## src/rtl/irq_group_steer.sv

```systemverilog
module irq_group_steer #(
  parameter int NUM_IN  = 128,
  parameter int CHAN_ID = 0,
  parameter int ADDR_W  = 8
) (
  input  logic                          clk,
  input  logic                          rst_n,
  input  logic [NUM_IN-1:0]             irq_in,
  input  logic                          wr_en,
  input  logic [ADDR_W-1:0]             addr,
  input  logic [31:0]                   wdata,
  output logic [31:0]                   rdata,
  output logic [(NUM_IN+63)/64-1:0]     irq_out
);
  localparam int NW   = NUM_IN / 32;
  localparam int NOUT = (NUM_IN + 63) / 64;
  localparam int W_MDIS = 3*NW + 1;
  localparam int W_MSTAT = 3*NW + 2;

  logic [31:0]       ctrl_q, mdis_q;
  logic [NUM_IN-1:0] mask_q, force_q, stat_q, pend;
  logic [NOUT-1:0]   grp_d, grp_q;
  logic              aligned, mapped, gate;
  int                wi;

  assign aligned = (addr[1:0] == 2'b00);
  assign wi      = int'(addr[ADDR_W-1:2]);
  assign mapped  = aligned && (wi <= W_MSTAT);

  always_ff @(posedge clk or negedge rst_n) begin
    if (!rst_n) begin
      ctrl_q  <= '0;
      mdis_q  <= '0;
      mask_q  <= '0;
      force_q <= '0;
    end else if (wr_en && aligned) begin
      if (wi == 0) ctrl_q <= wdata;
      if (wi == W_MDIS) mdis_q <= wdata;
      for (int i = 0; i < NW; i++) begin
        if (wi == 1 + i)      mask_q[32*(NW-1-i) +: 32]  <= wdata;
        if (wi == 1 + NW + i) force_q[32*(NW-1-i) +: 32] <= wdata;
      end
    end
  end

  assign pend = (irq_in | force_q) & mask_q;

  for (genvar j = 0; j < NOUT; j++) begin : g_grp
    localparam int GW = (NUM_IN - 64*j >= 64) ? 64 : NUM_IN - 64*j;
    assign grp_d[j] = |pend[64*j +: GW];
  end

  always_ff @(posedge clk or negedge rst_n) begin
    if (!rst_n) begin
      stat_q <= '0;
      grp_q  <= '0;
    end else begin
      stat_q <= pend;
      grp_q  <= grp_d;
    end
  end

  assign gate    = ctrl_q[CHAN_ID] && (mdis_q == '0);
  assign irq_out = grp_q & {NOUT{gate}};

  always_comb begin
    rdata = '0;
    if (aligned) begin
      if (wi == 0)       rdata = ctrl_q;
      if (wi == W_MDIS)  rdata = mdis_q;
      if (wi == W_MSTAT) rdata[NOUT-1:0] = grp_q;
      for (int i = 0; i < NW; i++) begin
        if (wi == 1 + i)        rdata = mask_q[32*(NW-1-i) +: 32];
        if (wi == 1 + NW + i)   rdata = force_q[32*(NW-1-i) +: 32];
        if (wi == 1 + 2*NW + i) rdata = stat_q[32*(NW-1-i) +: 32];
      end
    end
  end


  mask_word_order_chk: assert property (@(posedge clk) disable iff (!rst_n)
    (wr_en && addr == ADDR_W'(4)) |=> (mask_q[NUM_IN-1 -: 32] == $past(wdata)));


  status_ro_chk: assert property (@(posedge clk) disable iff (!rst_n)
    (wr_en && addr == ADDR_W'(8*NW + 4)) |=> ($stable(mask_q) && $stable(force_q)));


  mdis_gate_chk: assert property (@(posedge clk) disable iff (!rst_n)
    (wr_en && addr == ADDR_W'(12*NW + 4) && wdata != '0) |=> (irq_out == '0));


  out_within_group_chk: assert property (@(posedge clk) disable iff (!rst_n)
    (|irq_out) |-> ((irq_out & ~grp_q) == '0));


  unmapped_write_chk: assert property (@(posedge clk) disable iff (!rst_n)
    (wr_en && !mapped) |=> ($stable(ctrl_q) && $stable(mdis_q) && $stable(mask_q) && $stable(force_q)));


  quiet_out_chk: assert property (@(posedge clk) disable iff (!rst_n)
    (irq_in == '0 && force_q == '0) |=> (irq_out == '0));
endmodule

```

## config.mk

```make
export PLATFORM = sky130hd
export DESIGN_NAME = irq_group_steer
export DESIGN_NICKNAME = d
export VERILOG_FILES = /design/src/rtl/irq_group_steer.sv
export SDC_FILE = /design/constraint.sdc
export NUM_CORES = 1
export LEC_CHECK = 0
export BUFFER_PORTS_ARGS = -buffer_cell sky130_fd_sc_hd__buf_2
export CORE_MARGIN = 2
export CORE_UTILIZATION = 50
export DETAILED_ROUTE_END_ITERATION = 8
export GPL_TIMING_DRIVEN = 0
export PLACE_DENSITY = 0.69
export REMOVE_ABC_BUFFERS = 1
export SYNTH_ARGS = -nofsm -noshare
export SYNTH_HDL_FRONTEND = slang
export SYNTH_SLANG_ARGS = --single-unit
```

## constraint.sdc

```tcl
create_clock -name clk -period 4.9 [get_ports clk]
set_input_delay 0.735 -clock clk [delete_from_list [all_inputs] [get_ports clk]]
set_output_delay 0.735 -clock clk [all_outputs]
set_load 0.05 [all_outputs]
```

Yosys cells after proc, flatten, opt, wreduce, memory -nomap -nowiden --
Index checks and enable logic that the tools add are counted.
Cells by class: eq/ne operators 14, multiplexer cells 16, bitwise operators 3, reductions and logical operators 17
Operator list (count):
- $mux 32 | 15
- $and 128x128->128 | 1
- $or 128x128->128 | 1
- $reduce_or 64->1 | 2
- $logic_not 32->1 | 2
- $eq 6x5->1 const B | 7
- $eq 6x4->1 const B | 4
- $reduce_and 2->1 | 10
- $eq 6x3->1 const B | 2
- $eq 6x2->1 const B | 1
- $and 2x2->2 | 1
- $logic_and 1x1->1 | 2
- $logic_not 2->1 | 1
- $mux 2 | 1
Word-level totals: register bits after elaboration 450, input bits 171, output and inout port bits 34

Logic depth before layout (Yosys ltp) --
word-level depth 17, depth in mapped cells 10, gate-level depth less buffers 6

Worst setup path after synthesis --
OpenSTA, ideal clock, no wires.
path kind input to output, start input port addr[2], end output port rdata[17], arrival 3513 ps, data required time 4165 ps, slack 652 ps, stages 6, path buffers 2, path through buf_4 -> buf_2 -> or4b_2 -> o221ai_1 -> a21oi_1 -> nor4_1
Between the ends: cells in the longest elaborated chain, start to end 16, elaborated cells on any way between the ends 29, classes of those cells eq/ne: 13; mux: 15; reduce/logical: 1
RTL lines:
- start, declared | RTL line 10 | input logic [ADDR_W-1:0] addr,
- $logic_not 32->1 | RTL line 69 | if (wi == 0) rdata = ctrl_q;
- $mux 32 | RTL line 69
- $mux 32 | RTL line 70 | if (wi == W_MDIS) rdata = mdis_q;
- $mux 32 | RTL line 73 | if (wi == 1 + i) rdata = mask_q[32*(NW-1-i) +: 32];
- $mux 32 | RTL line 74 | if (wi == 1 + NW + i) rdata = force_q[32*(NW-1-i) +: 32];
- $mux 32 | RTL line 75 | if (wi == 1 + 2*NW + i) rdata = stat_q[32*(NW-1-i) +: 32];
- $mux 32 | RTL line 73
- $mux 32 | RTL line 74
- $mux 32 | RTL line 75
- $mux 32 | RTL line 73
- $mux 32 | RTL line 74
- $mux 32 | RTL line 75
- $mux 32 | RTL line 73
- $mux 32 | RTL line 74
- $mux 32 * | RTL line 75
- $mux 32 * | RTL line 68 | if (aligned) begin
- end, declared | RTL line 12 | output logic [31:0] rdata,
Every way passes the cells marked *; elsewhere a longest branch is shown, timed or not.

Worst setup path after layout --
start input port addr[3], end output port rdata[29]
Same word-level chain as after synthesis.

==> flow_summary.yaml <==
layout:
  regArea_sq_um: 11300
  multiInputGateArea_sq_um: 8680
  fin_nets: 1914
  drive_above_1_share: 0.384
  fin_util: 0.582
  syn_to_final_growth_pct: 15.5
  fillCellCount: 3330
  antenna_cells: 0
yosys:
  post-synth-top-area-cell: "dfrtp_1"
  synth_commonest_cells: "dfrtp_1 (450), mux2_2 (326), o21a_1 (139)"
  synth_edf_count: 0
  synth.most_common_cell: "dfrtp_1"
  yosysUniqueCellTypes: 65
  synth_warnings: 0
  syn_area_per_cell_sq_um: 12.8
  yosysSeqAreaShare: 0.550
  synth-main-ff-cell: "dfrtp_1"
  synth_top_cells_by_area: "dfrtp_1 (55%), mux2_2 (18%), o21a_1 (5.1%)"
  synth_top_area_share: 0.550
  synth_seq_cells: 450
  syn_area_sq_um: 20500
  synth-async-reset-ratio: 1.00
  synth_cells: 1596
global_routing:
  antenna_found_initial: 5
  overflow: 0
  grt_pass1_wl_um: 103000
  grt_pass1_vias: 15600
  gr-usage-all-layers: 0.338
  grt_start_max_net_pins: 126
timing:
  clock_skew_ns: 0.0167
  setup_viol: 1
  rsz0062_at_grt: "false"
  tightest_slew_ns: 1.40
  hold_violations: 0
  slew_headroom: 0.0604
  post-route-period-util: 1.01
  fmax_mhz: 202
  final_max_slew_viol_count: 0
  final.min_clock_period_ns: 4.96
  hold_ws_ns: 0.192
  fin_ws_ns: -0.0568
placed_design:
  gp_congestion: 0.902
  io_buffers: 204
  dpl.hpwl_um: 46000
drt:
  post-route-drc-count: 0
  firstDrtPassIters: 6
  wirelength_um: 72100
  dr_total_vias: 15500
  ant_nets: 0
  wl_per_cell_um: 31.2
  via_per_inst: 6.71
  drtIter0Drc: 1737
clock_network:
  cts_setup_buffers: 0
  path_clk_slew_ns: 0.06
  cts_htree_levels: 2
  clk_latency_ns: 0.58
  cts-root-buf: "clkbuf_16"
  clockBufferDepth: 3
  cts_made_buffers: 47
  cts_tree: "yes"
  cts_sinks: 450
critical_path:
  path_class: "in -> out"
  cp_data_required_time_ns: 4.16
  critPathMaxFanout: 19
  worstPathArrival_ns: 4.22
  cp-end-kind: "output port"
  start_kind: "input port"
  rrSetupSlack_ns: 2.66
job:
  drv_cap: 0
floorplanning:
  dieArea_sq_um: 42600
  placementRows: 74
  initial_core_util: 0.504
  ioPinCount: 205
  die_width_um: 206
  die_y_um: 206
  core_area_sq_um: 40600
hold_path:
  hp-class: "in -> async"
run_status:
  outcome: "complete, but fails checks"
  failed_checks: "setup timing"
power:
  p_leak_nw: 11.4
  ir_drop_mv: 0.260
  power_density_nw_per_um2: 349
cells in the final DEF, fill, tap and decap left out, types with 6 or more instances in the layout:
master     instances
nor2_1            24
o32ai_1            6
o21a_1           139
clkbuf_8          12
dfrtp_1          450
a21oi_1           53
nand3_1           13
a22oi_1           10
a221o_1           11
a221oi_1          23
a2111oi_0         18
clkbuf_16         49
o221ai_1          30
nand2_1           41
a222oi_1          25
buf_2            201
buf_6              6
nand2_2           12
mux4_2            14
buf_12            10
o21ai_0           59
nor3_1            39
o22ai_1           23
mux2_1            17
mux2_2           326
buf_16             6
clkbuf_1          10
a21o_1             6
nor4_1            41
nor2_4             9
mux2i_1            6
per-stage QoR:
stage          cells  cell area [sq um]  setup slack, ns  setup TNS [ns]  power [mW]
3_3_place_gp    2201              21500            -5.74        -3090.36        4.68
4_1_cts         2305              23600           0.0142               0        8.28
3_5_place_dp    2224              22100           -0.375           -2.23        4.72
6_report        2307              23700          -0.0568         -0.0568        8.26
5_1_grt         2307              23700          0.00166               0        8.52
2_1_floorplan   1465              19900            0.206               0        4.32
worst paths after layout:
path / startpoint / to / cells after the start
min in group clk: irq_in[16] / stat_q[16] / 2
max in group asynchronous: rst_n / force_q[3] / 3
worst min register to register: ctrl_q[10] / ctrl_q[10] / 1
worst max register to register: force_q[50] / grp_q[0] / 5
worst max-delay path: addr[3] / rdata[29] / 9
worst min-delay path: rst_n / mask_q[87] / 1
power by group:
part           switching (mW)  internal [mW]
Combinational           0.410          0.269
Clock                    1.48           2.11
Sequential              0.115           3.88
sequential cells by signal (all words and copies together) (netlist names):
name	flops
ctrl_q	32
mask_q	128
stat_q	128
grp_q	2
force_q	128
mdis_q	32
kinds of logic (layout without fill, tap and decap cells):
family / count (synthesis) / after routing / synth area share
buf+inv: 135 / 313 / 0.0313
flops: 450 / 450 / 0.550
compound gates: 425 / 425 / 0.152
simple gates: 222 / 223 / 0.0601
mux: 363 / 363 / 0.207
xor+xnor: 1 / 1 / 0.000428
per-layer routing:
| metal | share of wire | track usage | routed length [um] | up-vias |
|---|---|---|---|---|
| met3 | 0.11 | 0.0959 | 7930 | 196 |
| met5 | 0.00060 | 0 | 43 | - |
| met4 | 0.049 | 0.165 | 3540 | 6 |
| li1 | - | - | - | 6416 |
| met2 | 0.45 | 0.515 | 32600 | 935 |
| met1 | 0.39 | 0.445 | 28000 | 7927 |
critical path, cell delays in order:
cell	delay, ns
buf_2	0.35
nand4bb_2	0.69
nor2_4	0.85
buf_16	0.25
a221o_1	0.20
a2111oi_0	0.09
o21a_1	0.25
nor3_1	0.43
buf_2	0.36
cell type report:
type	instances	area share
sequential	450	0.476
multi-input combinational	1012	0.367
timing repair buffer	227	0.0633
clock buffer	71	0.0604
tap	532	0.0281
clock inverter	10	0.00460
inverter	4	0.000793
timing repair inverter	1	0.000211
repair_timing:
| item | in CTS | in global routing |
|---|---|---|
| endpoints found under the setup margin | 21 | 19 |
| gates cloned | 0 | 2 |
| hold buffers | 0 | 0 |
| gates resized for setup | 4 | 5 |
| pin swaps | 1 | 1 |
(Power assumes the default switching activity.)
